$ cat config.mk
export PLATFORM = sky130hd
export DESIGN_NAME = edge_irq_ctrl
export DESIGN_NICKNAME = d
export VERILOG_FILES = /design/src/rtl/eic_pkg.sv /design/src/rtl/eic_regs.sv /design/src/rtl/eic_edge_det.sv /design/src/rtl/eic_event.sv /design/src/rtl/edge_irq_ctrl.sv
export SDC_FILE = /design/constraint.sdc
export NUM_CORES = 1
export LEC_CHECK = 0
export BUFFER_PORTS_ARGS = -buffer_cell sky130_fd_sc_hd__clkbuf_2
export CAP_MARGIN = 20
export CORE_MARGIN = 10
export CORE_UTILIZATION = 61
export DETAILED_ROUTE_END_ITERATION = 10
export PLACE_DENSITY_LB_ADDON = 0.3
export SYNTH_ARGS = -nofsm -noshare
export SYNTH_HDL_FRONTEND = slang
export SYNTH_SLANG_ARGS = --single-unit
$ cat constraint.sdc
create_clock -name clk -period 5.84 [get_ports clk]
set_input_delay 1.752 -clock clk [delete_from_list [all_inputs] [get_ports clk]]
set_output_delay 1.752 -clock clk [all_outputs]
set_load 0.02 [all_outputs]
$ cat src/rtl/eic_pkg.sv
package eic_pkg;
  localparam int ADDR_W     = 6;
  localparam int CLR_ADDR   = 'h07;
  localparam int STAT_ADDR  = 'h14;
  localparam int CTRL_ADDR  = 'h15;
  localparam int RISE_BASE  = 'h18;
  localparam int FALL_BASE  = 'h20;

  localparam int CLR_EDGE_BIT = 3;
  localparam int CLR_OVF_BIT  = 2;

  // control byte, bit 4 down to bit 0
  typedef struct packed {
    logic fall_en;
    logic rise_en;
    logic glob_ie;
    logic ovf_ie;
    logic edge_ie;
  } ctrl_t;

  function automatic logic irq_of(input ctrl_t c, input logic pend, input logic ovf);
    return c.glob_ie & ((pend & c.edge_ie) | (ovf & c.ovf_ie));
  endfunction
endpackage

$ cat src/rtl/eic_regs.sv
module eic_regs #(
  parameter int N_LINES = 24
) (
  input  logic                       clk,
  input  logic                       rst_n,
  input  logic                       reg_wr,
  input  logic [eic_pkg::ADDR_W-1:0] reg_addr,
  input  logic [7:0]                 reg_wdata,
  input  logic                       st_pend,
  input  logic                       st_ovf,
  input  logic                       st_irq,
  output logic [7:0]                 reg_rdata,
  output logic [N_LINES-1:0]         arm_rise,
  output logic [N_LINES-1:0]         arm_fall,
  output eic_pkg::ctrl_t             ctrl_q,
  output logic                       clr_edge,
  output logic                       clr_ovf
);
  import eic_pkg::*;

  localparam int N_BYTES = N_LINES / 8;

  logic [ADDR_W-1:0] a_ctrl, a_stat, a_clr;
  assign a_ctrl = ADDR_W'(CTRL_ADDR);
  assign a_stat = ADDR_W'(STAT_ADDR);
  assign a_clr  = ADDR_W'(CLR_ADDR);

  // one byte register per lane and polarity
  for (genvar k = 0; k < N_BYTES; k++) begin : g_lane
    logic hit_r, hit_f;
    assign hit_r = reg_wr && (reg_addr == ADDR_W'(RISE_BASE + k));
    assign hit_f = reg_wr && (reg_addr == ADDR_W'(FALL_BASE + k));

    always_ff @(posedge clk or negedge rst_n) begin
      if (!rst_n) begin
        arm_rise[8*k +: 8] <= '0;
        arm_fall[8*k +: 8] <= '0;
      end else begin
        if (hit_r) arm_rise[8*k +: 8] <= reg_wdata;
        if (hit_f) arm_fall[8*k +: 8] <= reg_wdata;
      end
    end
  end

  always_ff @(posedge clk or negedge rst_n) begin
    if (!rst_n)                          ctrl_q <= '0;
    else if (reg_wr && reg_addr == a_ctrl) ctrl_q <= ctrl_t'(reg_wdata[4:0]);
  end

  assign clr_edge = reg_wr && (reg_addr == a_clr) && reg_wdata[CLR_EDGE_BIT];
  assign clr_ovf  = reg_wr && (reg_addr == a_clr) && reg_wdata[CLR_OVF_BIT];

  always_comb begin
    reg_rdata = 8'h00;
    if (reg_addr == a_ctrl) reg_rdata = {3'b000, ctrl_q};
    if (reg_addr == a_stat) reg_rdata = {5'b00000, st_irq, st_ovf, st_pend};
    for (int k = 0; k < N_BYTES; k++) begin
      if (reg_addr == ADDR_W'(RISE_BASE + k)) reg_rdata = arm_rise[8*k +: 8];
      if (reg_addr == ADDR_W'(FALL_BASE + k)) reg_rdata = arm_fall[8*k +: 8];
    end
  end
endmodule

$ cat src/rtl/eic_edge_det.sv
module eic_edge_det #(
  parameter int N_LINES = 24
) (
  input  logic               clk,
  input  logic               rst_n,
  input  logic [N_LINES-1:0] din,
  input  logic [N_LINES-1:0] arm_rise,
  input  logic [N_LINES-1:0] arm_fall,
  input  logic               rise_en,
  input  logic               fall_en,
  output logic               edge_hit
);
  localparam int N_BYTES = N_LINES / 8;

  function automatic logic [7:0] lane_hits(
    input logic [7:0] cur, input logic [7:0] prev,
    input logic [7:0] ar,  input logic [7:0] af,
    input logic ren, input logic fen);
    return (cur & ~prev & ar & {8{ren}}) | (~cur & prev & af & {8{fen}});
  endfunction

  logic [N_LINES-1:0] prev_q;
  logic [N_BYTES-1:0] lane_any;

  always_ff @(posedge clk or negedge rst_n) begin
    if (!rst_n) prev_q <= '0;
    else        prev_q <= din;
  end

  for (genvar k = 0; k < N_BYTES; k++) begin : g_lane
    assign lane_any[k] = |lane_hits(din[8*k +: 8], prev_q[8*k +: 8],
                                    arm_rise[8*k +: 8], arm_fall[8*k +: 8],
                                    rise_en, fall_en);
  end

  assign edge_hit = |lane_any;
endmodule

$ cat src/rtl/eic_event.sv
module eic_event (
  input  logic           clk,
  input  logic           rst_n,
  input  logic           edge_hit,
  input  logic           clr_edge,
  input  logic           clr_ovf,
  input  eic_pkg::ctrl_t ctrl_q,
  output logic           pend_q,
  output logic           ovf_q,
  output logic           irq
);
  logic ovf_set;
  // a new edge counts as lost only if the earlier one is not being cleared
  assign ovf_set = edge_hit && pend_q && !clr_edge;

  always_ff @(posedge clk or negedge rst_n) begin
    if (!rst_n) begin
      pend_q <= 1'b0;
      ovf_q  <= 1'b0;
    end else begin
      pend_q <= edge_hit | (pend_q & ~clr_edge);
      ovf_q  <= ovf_set  | (ovf_q  & ~clr_ovf);
    end
  end

  assign irq = eic_pkg::irq_of(ctrl_q, pend_q, ovf_q);
endmodule

$ cat src/rtl/edge_irq_ctrl.sv
module edge_irq_ctrl #(
  parameter int N_LINES = 24
) (
  input  logic                       clk,
  input  logic                       rst_n,
  input  logic [N_LINES-1:0]         din,
  input  logic                       reg_wr,
  input  logic [eic_pkg::ADDR_W-1:0] reg_addr,
  input  logic [7:0]                 reg_wdata,
  output logic [7:0]                 reg_rdata,
  output logic                       irq
);
  logic [N_LINES-1:0] arm_rise, arm_fall;
  eic_pkg::ctrl_t     ctrl_q;
  logic               clr_edge, clr_ovf, edge_hit, pend_q, ovf_q;

  eic_regs #(.N_LINES(N_LINES)) u_regs (
    .clk(clk), .rst_n(rst_n), .reg_wr(reg_wr), .reg_addr(reg_addr),
    .reg_wdata(reg_wdata), .st_pend(pend_q), .st_ovf(ovf_q), .st_irq(irq),
    .reg_rdata(reg_rdata), .arm_rise(arm_rise), .arm_fall(arm_fall),
    .ctrl_q(ctrl_q), .clr_edge(clr_edge), .clr_ovf(clr_ovf)
  );

  eic_edge_det #(.N_LINES(N_LINES)) u_det (
    .clk(clk), .rst_n(rst_n), .din(din), .arm_rise(arm_rise),
    .arm_fall(arm_fall), .rise_en(ctrl_q.rise_en), .fall_en(ctrl_q.fall_en),
    .edge_hit(edge_hit)
  );

  eic_event u_evt (
    .clk(clk), .rst_n(rst_n), .edge_hit(edge_hit), .clr_edge(clr_edge),
    .clr_ovf(clr_ovf), .ctrl_q(ctrl_q), .pend_q(pend_q), .ovf_q(ovf_q),
    .irq(irq)
  );
endmodule

==> results of run 1 <==
-- stage by stage --
step / cell area, um2 / cells
3_3_place_gp: 3890 / 439
4_1_cts: 4080 / 455
2_1_floorplan: 3550 / 318
6_report: 4080 / 455
3_5_place_dp: 3890 / 439
5_1_grt: 4080 / 455
-- Yosys cell counts, types with 2 or more instances --
master and count:
nor2b_1 2, a222oi_1 2, a22oi_1 6, a311oi_1 2
mux2_2 41, nand3_1 3, nor2_1 9, nor2_4 2
a221o_1 4, nand2b_1 2, o21ai_0 32, or2_0 2
inv_1 4, nand4_1 2, o22ai_1 12, a21oi_1 6
nor4_1 4, nand3b_1 21, a31oi_1 3, nand2_1 64
a221oi_1 3, dfrtp_1 79, and3b_1 2
-- sequential cells by signal, indices dropped and copies added, names as in the netlist --
signal           count
u_det.prev_q        24
u_regs.arm_fall     24
u_regs.arm_rise     24
u_evt.pend_q         1
u_evt.ovf_q          1
u_regs.ctrl_q        5
-- worst max-delay path, cell delays in order --
cell and delay, ps:
clkbuf_2 110, or4b_4 610, nor3_4 460, a221oi_1 180, o21ai_0 210, o21ai_0 110, nand2_1 80, clkbuf_2 160
-- final cells by class --
type / instances / area, um2
Fill cell: 400 / 1490
Sequential cell: 79 / 1980
Multi-Input combinational cell: 233 / 1550
Timing Repair Buffer: 51 / 263
Clock inverter: 3 / 42.5
Tap cell: 72 / 90.1
Inverter: 4 / 15.0
Clock buffer: 13 / 149
-- how the worst max path moves through the flow --
stage | startpoint | to | slack (ps) | depth (start not counted)
after CTS | reg_addr[4] | reg_rdata[5] | 430 | 8
after floorplan | reg_addr[4] | reg_rdata[0] | 770 | 5
after detailed placement | reg_addr[4] | reg_rdata[5] | 440 | 8
final | reg_addr[4] | reg_rdata[5] | 430 | 8
after global placement | reg_addr[4] | reg_rdata[7] | 520 | 8
after global routing | reg_addr[4] | reg_rdata[6] | 270 | 8
-- routing by layer --
metal | vias to the layer above | global-route usage
met5 | - | 0
met2 | 156 | 0.344
met1 | 1405 | 0.275
li1 | 1294 | -
met4 | 0 | 0.147
met3 | 40 | 0.0599
-- logic make-up after synthesis --
group                  count (synthesis)  synth area share
AOI/OAI and AO/OA                     70             0.122
and+or+nand+nor                      122             0.184
buffers and inverters                  6           0.00670
muxes                                 41             0.130
DFF                                   79             0.557
-- power breakdown --
| part | internal [mW] | total, mW | leakage, nW | switching (mW) |
|---|---|---|---|---|
| clock | 0.209 | 0.403 | 0.0936 | 0.194 |
| combinational | 0.0691 | 0.146 | 0.803 | 0.0770 |
| sequential | 0.607 | 0.657 | 1.00 | 0.0506 |
==> flow_summary.json, run 1 <==
{
  "clk_pin_slew_ps": 70,
  "finalCriticalPeriod_ps": 5410,
  "dr_total_vias": 2895,
  "drive_gt1_frac": 0.298,
  "rr_worst_depth": 6,
  "post_cts_resized": 0,
  "max_freq_ghz": 0.185,
  "pin_count": 50,
  "ir_worst_vdd_uv": 194,
  "critPathKind": "primary input to output port",
  "crit_path_max_fanout": 9,
  "arrival_ps": 3660,
  "postCtsHoldBufs": 0,
  "final.setup_skew_ps": 4.46,
  "regToRegSetupSlack_ps": 4030,
  "final-hold-violation-count": 0,
  "dieArea_um2": 9270,
  "met3_length_um": 873,
  "cts_root_buf": "clkbuf_8",
  "area_delta_synth_final_pct": 15.1,
  "die_w_um": 96.3,
  "outcome": "finished, final reports clean",
  "port-buffer-count": 49,
  "synth_area_leader_cell": "dfrtp_1",
  "wl_per_cell_um": 21.5,
  "fin_nets": 419,
  "ys_seq_elements": 79,
  "leakagePower_nw": 1.90,
  "cts_buffers": 9,
  "slew_headroom": 0.352,
  "antenna_found_initial": 0,
  "crit_required_ps": 4090,
  "timing.hold.ws_ps": 520,
  "setup_ws_ps": 427,
  "diodes": 0,
  "grt_pass1_vias": 2962,
  "top_layer_used": "met4",
  "core_area_um2": 5570,
  "finalSetupViolations": 0,
  "drv_cap": 0,
  "reg2reg_from": "u_regs.arm_rise[1]",
  "initial_utilization": 0.637,
  "ant_nets": 0,
  "grt_max_degree": 80,
  "clock-sinks": 79,
  "synth_area_leaders": "dfrtp_1, mux2_2, nand2_1",
  "cts_tree": "built",
  "grt_setup_unrepaired": "false",
  "dr.pass1.iters": 6,
  "period_share": 0.927,
  "syn_nets": 359,
  "wl_met1_mm": 3.87,
  "async_flop_share": 1.00,
  "worstSetupStartpointType": "primary input",
  "track_usage": 0.225,
  "rows": 27,
  "syn_area_um2": 3550,
  "tightest_slew_ps": 972,
  "ys_seq_area_frac": 0.557,
  "post_cts_buffers": 0,
  "syn_avg_cell_area_um2": 11.2,
  "ys_types": 34,
  "hold_path_depth": 2,
  "vias_per_cell": 6.36,
  "wirelength_mm": 9.79,
  "h-tree-depth": 3,
  "insertion_delay_ps": 360,
  "die_y_um": 96.3,
  "drt-initial-drc-count": 239,
  "hp-start": "u_regs.arm_rise[11]",
  "cts_max_path_buffers": 2,
  "syn_inst": 318,
  "r2r-end": "u_evt.ovf_q",
  "synth_edf_count": 0,
  "hpwl_mm": 6.99,
  "yosysWarnings": 0,
  "finalSetupTns_ps": 0,
  "grt_pass1_wl_mm": 15.4,
  "p_total_mw": 1.21,
  "grt.overflow.total": 0,
  "end_kind": "output port",
  "routabilityCongestion": 0.887,
  "route.met2.wl_mm": 4.60,
  "powerDensity_nw_per_um2": 296,
  "dpl_worst_slack_ps": 436,
  "final_common_cell": "dfrtp_1",
  "synth_top_area_frac": 0.557,
  "drc": 0,
  "synth-main-ff-cell": "dfrtp_1",
  "final_max_slew_viol_count": 0,
  "timing.hold.worst_endpoint": "u_regs.arm_rise[11]",
  "hp-class": "flip-flop to flip-flop",
  "final_util": 0.733,
  "final_cell_mix": "dfrtp_1, nand2_1, clkbuf_2"
}
Note: power is estimated with default switching activity, not from simulation.
==> inputs of run 2 (changes only) <==
--- a/config.mk
+++ b/config.mk
@@ -10,7 +10,7 @@
 export CORE_MARGIN = 10
 export CORE_UTILIZATION = 61
 export DETAILED_ROUTE_END_ITERATION = 10
-export PLACE_DENSITY_LB_ADDON = 0.3
+export PLACE_DENSITY = 0.84
 export SYNTH_ARGS = -nofsm -noshare
 export SYNTH_HDL_FRONTEND = slang
 export SYNTH_SLANG_ARGS = --single-unit
==> run 2 against run 1 <==
  * Clock skew rose by 4.3 ps
  * Combinational power is essentially flat
  * Cell count is the same
  * Wire length decreased by 5.2%
  * Fmax decreased by 0.58%
  * Sequential share of layout area shrank 0.27 points
  * Critical endpoint is now reg_rdata[0]
  * Largest cell class unchanged
  * Highest routed layer unchanged
==> flow_summary.json, run 2 (synthesis results as in run 1) <==
{
  "largestRegisters": "u_det.prev_q (24), u_regs.arm_fall (24), u_regs.arm_rise (24)",
  "final-hold-violation-count": 0,
  "finalSetupTns_ps": 0,
  "arrival_ps": 3690,
  "dr.pass1.iters": 5,
  "leakagePower_nw": 1.91,
  "area_delta_synth_final_pct": 15.7,
  "cts_max_path_buffers": 2,
  "cts_tree": "built",
  "final_area_um2": 4110,
  "diodes": 0,
  "critPathKind": "primary input to output port",
  "finalCriticalPeriod_ps": 5440,
  "dr_total_vias": 2858,
  "tightest_slew_ps": 967,
  "finalSetupViolations": 0,
  "fillerInstances": 388,
  "postCtsHoldBufs": 0,
  "wl_met1_mm": 3.66,
  "final_cell_mix": "dfrtp_1, nand2_1, clkbuf_2",
  "crit_required_ps": 4090,
  "initial_utilization": 0.637,
  "final_common_cell": "dfrtp_1",
  "drv_cap": 0,
  "drive_gt1_frac": 0.305,
  "slew_headroom": 0.355,
  "met3_length_um": 949,
  "ir_worst_vdd_uv": 222,
  "vias_per_cell": 6.28,
  "timing.hold.ws_ps": 515,
  "routabilityCongestion": 0.880,
  "die_w_um": 96.3,
  "post_cts_buffers": 0,
  "crit_path_max_fanout": 9,
  "grt_max_degree": 80,
  "die_y_um": 96.3,
  "cts_buffers": 9,
  "rows": 27,
  "final.setup_skew_ps": 8.76,
  "outcome": "finished, final reports clean",
  "period_share": 0.932,
  "dieArea_um2": 9270,
  "cts_root_buf": "clkbuf_8",
  "worstSetupStartpointType": "primary input",
  "fin_nets": 419,
  "grt.overflow.total": 0,
  "pin_count": 50,
  "top_layer_used": "met4",
  "clk_pin_slew_ps": 80,
  "grt_pass1_vias": 2886,
  "powerDensity_nw_per_um2": 298,
  "core_area_um2": 5570,
  "max_freq_ghz": 0.184,
  "insertion_delay_ps": 360,
  "wl_per_cell_um": 20.4,
  "drt-initial-drc-count": 253,
  "route.met2.wl_mm": 4.44,
  "hp-class": "flip-flop to flip-flop",
  "final_max_slew_viol_count": 0,
  "antenna_found_initial": 0,
  "hpwl_mm": 6.76,
  "end_kind": "output port",
  "wirelength_mm": 9.28,
  "h-tree-depth": 3,
  "ant_nets": 0,
  "track_usage": 0.212,
  "port-buffer-count": 49,
  "post_cts_resized": 0,
  "drc": 0,
  "grt_pass1_wl_mm": 14.7,
  "grt_setup_unrepaired": "false",
  "clock-sinks": 79,
  "placed_area_um2": 3890
}
==> run 2: cell count changes in the layout (fill, tap and decap cells not counted), sizes merged <==
cell	before	now
clkbuf	61	59
clkinv	1	0
clkinvlp	1	2
inv	4	6
==> run 2: cell type report <==
class | count | area (um2) | share of cell area
clock buffer | 11 | 151 | 0.0369
clock inverter | 5 | 62.6 | 0.0152
inverter | 4 | 15.0 | 0.00366
multi-input combinational | 233 | 1550 | 0.377
sequential | 79 | 1980 | 0.481
tap | 72 | 90.1 | 0.0219
timing repair buffer | 51 | 263 | 0.0640
==> run 2: power by group <==
group	leakage (nW)	switching [mW]	internal (mW)	total [mW]
combinational	0.803	0.0742	0.0690	0.143
clock	0.103	0.202	0.224	0.425
sequential	1.00	0.0504	0.607	0.657
total	1.91	0.326	0.899	1.23
==> run 2: worst paths after layout <==
path	start	to	slack, ps	cells past startpoint
setup reg to reg	u_regs.arm_fall[8]	u_evt.ovf_q	4120	6
setup / recovery	reg_addr[4]	reg_rdata[0]	400	7
hold reg to reg	u_regs.arm_fall[11]	u_regs.arm_fall[11]	510	2
max in group asynchronous	rst_n	u_regs.arm_fall[6]	3670	1
hold / removal	u_regs.arm_fall[11]	u_regs.arm_fall[11]	510	2
min in group asynchronous	rst_n	u_regs.ctrl_q[2]	1530	1
==> run 2: critical path, cell delays in order <==
cell and delay, ps:
clkbuf_2 100, or4b_4 610, nor3_4 460, a221o_1 250, o21ai_0 100, a31oi_1 210, clkbuf_2 200
==> run 2: metrics by stage <==
| step | cells | total power, mW | utilization | setup WS, ps |
|---|---|---|---|---|
| 6_report | 455 | 1.23 | 0.737 | 396 |
| 5_1_grt | 455 | 1.28 | 0.737 | 271 |
| 4_1_cts | 455 | 1.23 | 0.737 | 429 |
| 3_5_place_dp | 439 | 0.807 | 0.698 | 467 |
| 3_3_place_gp | 439 | 0.800 | 0.698 | 524 |
| 2_1_floorplan | 318 | 0.738 | - | 766 |
==> run 2: metal layers <==
layer  GRT usage  up-vias
li1            -     1292
met3      0.0755       30
met4      0.0749        0
met1       0.265     1377
met5           0        -
met2       0.332      159
